File: src/rtl/adcrd_pkg.sv
`timescale 1ns/1ps
package adcrd_pkg;
  typedef enum logic [2:0] {
    RD_IDLE,
    RD_SETUP,
    RD_HIGH,
    RD_LOW,
    RD_FINISH,
    RD_CSUP
  } rd_state_e;
endpackage

File: src/rtl/adcrd_sat_timer.sv
`timescale 1ns/1ps
// Counts cycles since the last restart and saturates at LIMIT.
// It comes out of reset already saturated, so nothing waits after reset.
module adcrd_sat_timer #(
  parameter int unsigned LIMIT = 16
) (
  input  logic clk,
  input  logic rst,
  input  logic restart,
  output logic reached
);
  localparam int unsigned CW = $clog2(LIMIT + 1);
  localparam logic [CW-1:0] LIM = CW'(LIMIT);

  logic [CW-1:0] cnt_q;

  always_ff @(posedge clk) begin
    if (rst)               cnt_q <= LIM;
    else if (restart)      cnt_q <= '0;
    else if (cnt_q != LIM) cnt_q <= cnt_q + 1'b1;
  end

  assign reached = (cnt_q == LIM);
endmodule

File: src/rtl/adcrd_half_cnt.sv
`timescale 1ns/1ps
// Down counter that times one phase of the serial clock.
module adcrd_half_cnt #(
  parameter int unsigned MAXV = 40,
  localparam int unsigned CW = $clog2(MAXV + 1)
) (
  input  logic          clk,
  input  logic          rst,
  input  logic          load,
  input  logic [CW-1:0] load_val,
  output logic          expired
);
  logic [CW-1:0] cnt_q;

  always_ff @(posedge clk) begin
    if (rst)              cnt_q <= '0;
    else if (load)        cnt_q <= load_val;
    else if (cnt_q != '0) cnt_q <= cnt_q - 1'b1;
  end

  assign expired = (cnt_q == '0);
endmodule

File: src/rtl/adcrd_capture.sv
`timescale 1ns/1ps
// Shift register that collects the result, most significant bit first.
module adcrd_capture #(
  parameter int unsigned W = 10
) (
  input  logic         clk,
  input  logic         rst,
  input  logic         clr,
  input  logic         shift_en,
  input  logic         bit_in,
  output logic [W-1:0] word
);
  logic [W-1:0] sh_q;

  always_ff @(posedge clk) begin
    if (rst || clr)    sh_q <= '0;
    else if (shift_en) sh_q <= {sh_q[W-2:0], bit_in};
  end

  assign word = sh_q;
endmodule

File: src/rtl/adc_serial_reader.sv
`timescale 1ns/1ps
module adc_serial_reader
  import adcrd_pkg::*;
#(
  parameter int unsigned DATA_W             = 10,
  parameter int unsigned MAX_CLKS           = 16,
  parameter int unsigned HALF_CYC           = 4,
  parameter int unsigned TAIL_HALF_CYC      = 40,
  parameter int unsigned CONV_WAIT_CYC      = 200,
  parameter int unsigned ELEVENTH_LIMIT_CYC = 95,
  parameter int unsigned CS_MIN_CYC         = 15,
  localparam int unsigned LEN_W = $clog2(MAX_CLKS + 1)
) (
  input  logic              clk,
  input  logic              rst,
  input  logic              start,
  input  logic              cfg_hold_low,
  input  logic              cfg_slow,
  input  logic [LEN_W-1:0]  cfg_len,
  output logic              ready,
  output logic              adc_cs_n,
  output logic              adc_sclk,
  input  logic              adc_sdo,
  output logic [DATA_W-1:0] result,
  output logic              result_valid,
  output logic              result_slow
);
  // The tail phase is capped so that the eleventh rising edge always meets its deadline.
  localparam int unsigned TAIL_EFF = (TAIL_HALF_CYC <= ELEVENTH_LIMIT_CYC) ?
                                     TAIL_HALF_CYC : ELEVENTH_LIMIT_CYC;
  localparam int unsigned HALF_EFF = (HALF_CYC <= ELEVENTH_LIMIT_CYC) ?
                                     HALF_CYC : ELEVENTH_LIMIT_CYC;
  localparam int unsigned HMAX = (TAIL_EFF > HALF_EFF) ? TAIL_EFF : HALF_EFF;
  localparam int unsigned HW   = $clog2(HMAX + 1);
  localparam logic [LEN_W-1:0] FRAME_L = LEN_W'(DATA_W);
  localparam logic [LEN_W-1:0] MAX_L   = LEN_W'(MAX_CLKS);
  localparam logic [HW-1:0]    HALF_M1 = HW'(HALF_EFF - 1);
  localparam logic [HW-1:0]    TAIL_M1 = HW'(TAIL_EFF - 1);

  rd_state_e          state_q;
  logic               cs_n_q, sclk_q;
  logic [LEN_W-1:0]   clk_cnt_q, len_q;
  logic               hold_q, slow_q, seen_q;
  logic               valid_q, rslow_q;
  logic [DATA_W-1:0]  res_q;

  logic               conv_ok, cs_ok, half_exp;
  logic               accept, fall_now, rise_now;
  logic               cs_restart, conv_restart, half_load, cap_en;
  logic [HW-1:0]      half_val;
  logic [LEN_W-1:0]   cnt_next, eff_len;
  logic [DATA_W-1:0]  cap_word;

  function automatic logic [HW-1:0] phase_m1(input logic slow, input logic [LEN_W-1:0] n);
    return (slow && (n >= FRAME_L)) ? TAIL_M1 : HALF_M1;
  endfunction

  // Transfer length for the requested framing.
  always_comb begin
    if (cfg_hold_low)           eff_len = cfg_slow ? MAX_L : FRAME_L;
    else if (cfg_len < FRAME_L) eff_len = FRAME_L;
    else if (cfg_len > MAX_L)   eff_len = MAX_L;
    else                        eff_len = cfg_len;
  end

  assign ready    = (state_q == RD_IDLE) && conv_ok && cs_ok;
  assign accept   = ready && start;
  assign fall_now = (state_q == RD_HIGH) && half_exp;
  assign rise_now = ((state_q == RD_SETUP) && cs_ok) ||
                    ((state_q == RD_LOW) && half_exp);
  assign cnt_next = clk_cnt_q + 1'b1;

  always_comb begin
    cs_restart   = (accept && cs_n_q) || ((state_q == RD_CSUP) && cs_ok);
    conv_restart = fall_now && (cnt_next == FRAME_L);
    half_load    = rise_now || (fall_now && (cnt_next != len_q));
    half_val     = rise_now ? phase_m1(slow_q, clk_cnt_q) : phase_m1(slow_q, cnt_next);
    cap_en       = rise_now && (clk_cnt_q < FRAME_L);
  end

  adcrd_sat_timer #(.LIMIT(CONV_WAIT_CYC)) u_conv (
    .clk(clk), .rst(rst), .restart(conv_restart), .reached(conv_ok)
  );

  adcrd_sat_timer #(.LIMIT(CS_MIN_CYC)) u_cshold (
    .clk(clk), .rst(rst), .restart(cs_restart), .reached(cs_ok)
  );

  adcrd_half_cnt #(.MAXV(HMAX)) u_phase (
    .clk(clk), .rst(rst), .load(half_load), .load_val(half_val), .expired(half_exp)
  );

  adcrd_capture #(.W(DATA_W)) u_cap (
    .clk(clk), .rst(rst), .clr(accept), .shift_en(cap_en), .bit_in(adc_sdo), .word(cap_word)
  );

  always_ff @(posedge clk) begin
    if (rst) begin
      state_q   <= RD_IDLE;
      cs_n_q    <= 1'b1;
      sclk_q    <= 1'b0;
      clk_cnt_q <= '0;
      len_q     <= FRAME_L;
      hold_q    <= 1'b0;
      slow_q    <= 1'b0;
      seen_q    <= 1'b0;
      valid_q   <= 1'b0;
      rslow_q   <= 1'b0;
      res_q     <= '0;
    end else begin
      valid_q <= 1'b0;
      case (state_q)
        RD_IDLE: if (accept) begin
          hold_q    <= cfg_hold_low;
          slow_q    <= cfg_slow;
          len_q     <= eff_len;
          clk_cnt_q <= '0;
          cs_n_q    <= 1'b0;
          state_q   <= RD_SETUP;
        end
        RD_SETUP: if (cs_ok) begin
          sclk_q  <= 1'b1;
          state_q <= RD_HIGH;
        end
        RD_HIGH: if (half_exp) begin
          sclk_q    <= 1'b0;
          clk_cnt_q <= cnt_next;
          state_q   <= (cnt_next == len_q) ? RD_FINISH : RD_LOW;
        end
        RD_LOW: if (half_exp) begin
          sclk_q  <= 1'b1;
          state_q <= RD_HIGH;
        end
        RD_FINISH: begin
          valid_q <= seen_q;
          seen_q  <= 1'b1;
          res_q   <= cap_word;
          rslow_q <= conv_ok;
          state_q <= hold_q ? RD_IDLE : RD_CSUP;
        end
        RD_CSUP: if (cs_ok) begin
          cs_n_q  <= 1'b1;
          state_q <= RD_IDLE;
        end
        default: state_q <= RD_IDLE;
      endcase
    end
  end

  assign adc_cs_n     = cs_n_q;
  assign adc_sclk     = sclk_q;
  assign result       = res_q;
  assign result_valid = valid_q;
  assign result_slow  = rslow_q;
endmodule

File: config.mk
export PLATFORM = sky130hd
export DESIGN_NAME = adc_serial_reader
export DESIGN_NICKNAME = d
export VERILOG_FILES = /design/src/rtl/adcrd_pkg.sv /design/src/rtl/adcrd_sat_timer.sv /design/src/rtl/adcrd_half_cnt.sv /design/src/rtl/adcrd_capture.sv /design/src/rtl/adc_serial_reader.sv
export SDC_FILE = /design/constraint.sdc
export NUM_CORES = 1
export LEC_CHECK = 0
export ABC_AREA = 1
export ABC_CLOCK_PERIOD_IN_PS = 1800
export BUFFER_PORTS_ARGS = -buffer_cell sky130_fd_sc_hd__buf_2
export CAP_MARGIN = 40
export CORE_ASPECT_RATIO = 0.7
export CORE_MARGIN = 2
export CORE_UTILIZATION = 53
export DETAILED_ROUTE_END_ITERATION = 6
export PLACE_DENSITY = 0.86
export SYNTH_ARGS = -nofsm -noshare
export SYNTH_HDL_FRONTEND = slang
export SYNTH_SLANG_ARGS = --single-unit
File: constraint.sdc
create_clock -name clk -period 1.8 [get_ports clk]
set_clock_uncertainty 0.05 [all_clocks]
set_input_delay 0.18 -clock clk [delete_from_list [all_inputs] [get_ports clk]]
set_output_delay 0.18 -clock clk [all_outputs]
set_load 0.01 [all_outputs]
### Word-level counts from Yosys, hierarchy flattened

Index checks and enable logic that the tools add are counted.

* memories: 0
* word-level logic and storage cells: 106
* memory bits (writable): 0
* ROM bits: 0
* output and inout bits: 15
* register bits after elaboration: 58
* input bits: 11
* bits in latches: 0

* bitwise gates (word level): 1
* $add $sub $neg: 4
* eq/ne operators: 17
* multiply operators: 0
* mux-type cells: 30
* $lt $le $gt $ge: 5
* divide/modulo/power cells: 0
* reductions and logical operators: 33
* shift-type cells: 0

Operators with widths (number)
* $mux 5: 6
* $mux 6: 5
* $mux 3: 7
* $pmux 3 s6: 1
* $mux 8: 2
* $logic_and 1x1->1: 13
* $ge 5x4->1 const B: 2
* $lt 5x4->1 const B: 2
* $ne 2x2->1 const B: 5
* $pmux 5 s2: 1
* $reduce_bool 2->1: 5
* $add 8x1->8 const B: 1
* $eq 8x8->1 const B: 1
* $mux 4: 2
* $ne 8x8->1 const B: 1
* $eq 3x2->1 const B: 2
* $eq 3x3->1 const B: 2
* $logic_not 6->1: 1
* $reduce_and 3->1: 2
* $reduce_bool 6->1: 1
* $sub 6x1->6 const B: 1
* $add 5x1->5 const B: 1
* $eq 5x4->1 const B: 1
* $eq 5x5->1: 1
* 17 further kinds: 24

### Logic depth before layout (Yosys ltp)

* depth after elaboration: 7
* gate-level depth with buffers: 14
* gate-level depth less buffers: 14

### By module

A second synthesis with hierarchy kept.

* cells, all modules: 445
* area total of the unflattened synthesis: 3006.6 um^2

By module, submodules not included
* adc_serial_reader: times used 1, area each 1566.5 um^2, seq. area each 600.6 um^2, cells an instance 230
* adcrd_sat_timer (u_conv): times used 1, area each 425.4 um^2, seq. area each 160.2 um^2, cells an instance 63
* adcrd_capture: times used 1, area each 409.1 um^2, seq. area each 200.2 um^2, cells an instance 63
* adcrd_half_cnt: times used 1, area each 402.9 um^2, seq. area each 120.1 um^2, cells an instance 61
* adcrd_sat_timer (u_cshold): times used 1, area each 202.7 um^2, seq. area each 80.1 um^2, cells an instance 28

### Worst setup path after synthesis

No wires, ideal clock.

* kind: reg2reg
* start point: register clk_cnt_q[0]
* end point: register u_phase.cnt_q[4]
* path buffers: 0
* cell stages (with the launch flop): 13
* data required time: 1.686 ns
* arrival: 1.762 ns
* setup time: 0.064 ns
* slack: -0.076 ns
* clock period less this slack: 1.876 ns
* path through: dfxtp_1 -> inv_1 -> ha_1 -> nand2_1 -> inv_1 -> nor2_1 -> nand2_1 -> nor2_1 -> nand4_1 -> nand2_1 -> nand2_1 -> or2_1 -> nor2_1

* longest elaborated chain between the ends: 5
* elaborated cells between the ends (all ways): 6
* those cells by class: add/sub (1); eq/ne (1); mux (1); reduce/logical (3)

Ends and longest elaborated chain
* start, declared: RTL line adc_serial_reader.sv:42 `logic [LEN_W-1:0] clk_cnt_q, len_q;`
* start signal, assigned: RTL line adc_serial_reader.sv:127 `clk_cnt_q <= cnt_next;`
* $add 5x1->5 (*): RTL line adc_serial_reader.sv:71 `assign cnt_next = clk_cnt_q + 1'b1;`
* $ne 5x5->1 (*): RTL line adc_serial_reader.sv:76 `half_load = rise_now || (fall_now && (cnt_next != len_q));`
* $logic_and 1x1->1 (*): RTL line adc_serial_reader.sv:76
* $logic_or 1x1->1 (*): RTL line adc_serial_reader.sv:76
* $mux 6 / $reduce_bool 2->1 (equally long branches)
* end signal, assigned: RTL line adcrd_half_cnt.sv:17 `else if (load) cnt_q <= load_val;`
* end signal, assigned: RTL line adcrd_half_cnt.sv:18 `else if (cnt_q != '0) cnt_q <= cnt_q - 1'b1;`
* end, declared: RTL line adcrd_half_cnt.sv:13 `logic [CW-1:0] cnt_q;`

Every way passes the cells marked *; elsewhere a longest branch is shown, timed or not.
A chain may end at the register's enable or synchronous reset.

### Worst setup path after layout

* start point: register u_conv.cnt_q[0]
* end point: output ready

* longest elaborated chain between the ends: 3

Ends and longest elaborated chain
* start, declared: RTL line adcrd_sat_timer.sv:15 `logic [CW-1:0] cnt_q;`
* start signal, assigned: RTL line adcrd_sat_timer.sv:20 `else if (cnt_q != LIM) cnt_q <= cnt_q + 1'b1;`
* $eq 8x8->1: RTL line adcrd_sat_timer.sv:23 `assign reached = (cnt_q == LIM);`
* $logic_and 1x1->1 (2 in series): RTL line adc_serial_reader.sv:66 `assign ready = (state_q == RD_IDLE) && conv_ok && cs_ok;`
* end, declared: RTL line adc_serial_reader.sv:20 `output logic ready,`

Every way passes these cells.

==> impl_metrics.json <==
{
  "final_area_mm2": 0.00361,
  "r2r_start": "clk_cnt_q[0]",
  "synth_edf_count": 0,
  "clk_pin_slew_ns": 0.07,
  "r2r-end": "u_phase.cnt_q[4]",
  "synthAdderAreaFrac": 0.0314,
  "track_usage": 0.247,
  "min-delay-path-class": "in2reg",
  "ant_nets": 0,
  "netlist_area_mm2": 0.00279,
  "gp_congestion": 0.871,
  "maxCapViolations": 0,
  "violations": "setup timing",
  "clock_latency_ns": 0.35,
  "synth_top_family_by_area": "simple AND/OR/NAND/NOR gates",
  "io_pins": 26,
  "cp-start-kind": "flip-flop",
  "arrival_ns": 1.58,
  "grt.overflow.total": 0,
  "die_x_um": 90.7,
  "reg2reg_slack_ns": 0.02,
  "drc": 0,
  "fin_crit_ns": 1.81,
  "critPathSlowestCell": "dfxtp_2",
  "p_int_w": 0.00343,
  "yosys_warnings": 0,
  "finalSetupViolations": 1,
  "clk_path_buf_depth": 2,
  "port_buffers": 25,
  "synth_compound_area_frac": 0.141,
  "slew-limit-headroom": 0.748,
  "grt_max_degree": 33,
  "cts_tree": "yes",
  "switching_power_w": 0.00222,
  "worstRegToRegCells": 12,
  "async_flop_share": 0,
  "placedInstanceArea_mm2": 0.00311,
  "cts_buffers": 9,
  "switching_share": 0.393,
  "diodes": 0,
  "antenna_found_initial": 0,
  "clkPwrFrac": 0.238,
  "rows": 22,
  "p_per_area_mw_per_mm2": 1570,
  "die_area_mm2": 0.00587,
  "p_leak_nw": 1.64,
  "crit_chain": "inv_2 > ha_4 > nand3_4 > nor4_4 > buf_4 > inv_4 > nor3_2 > buf_2",
  "path_depth": 8,
  "cp-startpoint": "u_conv.cnt_q[0]",
  "grt_pass1_vias": 2491,
  "setup_ws_ns": -0.0138,
  "start_util": 0.542,
  "grt_pass1_wl_mm": 11.5,
  "maxSlewViolCount": 0,
  "fmax_ghz": 0.551,
  "cp_max_fo": 2,
  "combPwrFrac": 0.441,
  "rsz0062_at_grt": "yes",
  "die_h_um": 64.7,
  "area_growth_pct": 29.3,
  "seq_power_share": 0.321,
  "ys_seq_area_frac": 0.416,
  "crit_type": "reg2out",
  "crit_path_max_incr_delay_ns": 0.33,
  "viasPerCell": 5.33,
  "cts_num_sinks": 58,
  "peakVddDrop_mv": 0.977,
  "htreeDepth": 3,
  "layout_commonest_cell": "nand2_1",
  "worst_pin_slew_ns": 0.375,
  "fill_cells": 410,
  "synth-seq-cells": 58,
  "hold_viol": 0,
  "synthXorXnorAreaFrac": 0.0314,
  "required_ns": 1.57,
  "layout-drive-gt1-share": 0.286,
  "routed_wl_mm": 7.17,
  "layout_common_cells": "nand2_1 (82), dfxtp_1 (51), inv_1 (42)",
  "avgRoutedWirePerCell_um": 13.6,
  "critPathCapture": "ready",
  "syn_nets": 408,
  "finalCritPeriodShare": 1.01,
  "drt_iter0_drc": 238,
  "drtPass1Iterations": 5,
  "end_kind": "primary output",
  "layout.nets": 468,
  "synth_ff_type": "dfxtp_1",
  "coreArea_mm2": 0.00515,
  "yosysUniqueCellTypes": 36,
  "outcome": "finished with violations",
  "fin_total_pwr_w": 0.00566,
  "dp_hpwl_mm": 4.59,
  "path_delay_family": "buffers and inverters",
  "synth-simple-area-share": 0.289,
  "synth_cells": 390,
  "clock-root-buffer": "clkbuf_8",
  "muxShareOfSynthArea": 0.00404,
  "avgSynthCellArea_um2": 7.15,
  "path_buf_inv": 4,
  "num_vias": 2811
}
[power by group through the flow]
stage               Sequential [W]  Clock [W]  Combinational [W]
floorplan                  0.00175          0            0.00147
global placement           0.00178          0            0.00192
detailed placement         0.00179          0            0.00200
CTS                        0.00177    0.00135            0.00217
global route               0.00186    0.00141            0.00276
finish                     0.00182    0.00135            0.00249
[state kept, by name, summed over array words and instances, names as in the netlist]
name and count:
result 10, u_cap.word 10, u_conv.cnt_q 8, u_phase.cnt_q 6
clk_cnt_q 5, len_q 5, u_cshold.cnt_q 4, state_q 3
adc_cs_n 1, adc_sclk 1, hold_q 1, result_slow 1
result_valid 1, seen_q 1, slow_q 1
[worst min path at each step]
| stage | startpoint | endpoint | slack (ns) | cells past startpoint |
|---|---|---|---|---|
| after floorplan | rst | seen_q | 0.20 | 1 |
| after global placement | seen_q | result_valid | 0.39 | 2 |
| after detailed placement | seen_q | result_valid | 0.40 | 2 |
| after CTS | rst | state_q[2] | 0.06 | 2 |
| after global routing | rst | state_q[2] | 0.06 | 2 |
| final | rst | state_q[2] | 0.06 | 2 |
[cell families (layout without fill, tap and decap cells)]
group	count (synthesis)	count (layout)
mux	1	1
simple gates	179	179
compound gates	73	73
flops	58	58
xor+xnor	10	10
fa+ha+maj	7	7
buf+inv	62	127
[Yosys cell counts (all sizes together) (4+ instances only)]
master / count / area [um^2]
o21ai: 35 / 179
inv: 55 / 206
clkbuf: 4 / 15.0
dfxtp: 58 / 1160
nand2: 93 / 357
nor2: 43 / 171
nor3: 8 / 51.3
nand4: 4 / 25.0
ha: 7 / 87.6
a21oi: 29 / 145
nand3: 25 / 143
xor2: 7 / 61.3
[worst reg2reg max path, delay by kind of cell (launching register included)]
family / cells / cell delay, ns
AND/OR/NAND/NOR: 9 / 0.99
flip-flops: 1 / 0.39
adder cells (fa/ha/maj): 1 / 0.21
buffers and inverters: 2 / 0.08
[layer usage]
layer	GRT usage	share of wire	vias to the layer above
li1	-	-	1382
met4	0.0692	0.014	0
met1	0.314	0.44	1325
met2	0.414	0.50	93
met3	0.0709	0.052	11
met5	0	0	-
[through the flow]
step / utilization / hold WS [ns] / setup slack [ns] / cells / setup TNS [ns]
floorplan: - / 0.199 / 0.0473 / 390 / 0
global placement: 0.605 / 0.385 / 0.0387 / 498 / 0
detailed placement: 0.605 / 0.397 / -0.0711 / 498 / -0.169
CTS: 0.667 / 0.0559 / -0.0588 / 522 / -0.0588
global route: 0.701 / 0.0581 / -0.0867 / 527 / -0.822
finish: 0.701 / 0.0612 / -0.0138 / 527 / -0.0138
[area by class of cell]
class | count | area (um^2) | share of cell area
multi-input cells | 270 | 1550 | 0.430
flip-flops and latches | 58 | 1170 | 0.326
repair buffers | 55 | 354 | 0.0982
inverters | 56 | 218 | 0.0604
clock buffers | 11 | 141 | 0.0392
well taps | 72 | 90.1 | 0.0250
clock inverters | 5 | 77.6 | 0.0215
[repair_timing]
| action | in CTS | in global routing |
|---|---|---|
| resized for setup | 16 | 44 |
| cloned | 0 | 0 |
| setup endpoints to repair | 14 | 39 |
| pin swaps | 6 | 12 |
| hold buffers | 0 | 0 |
| buffers inserted | 8 | 5 |
(Power assumes the default switching activity.)
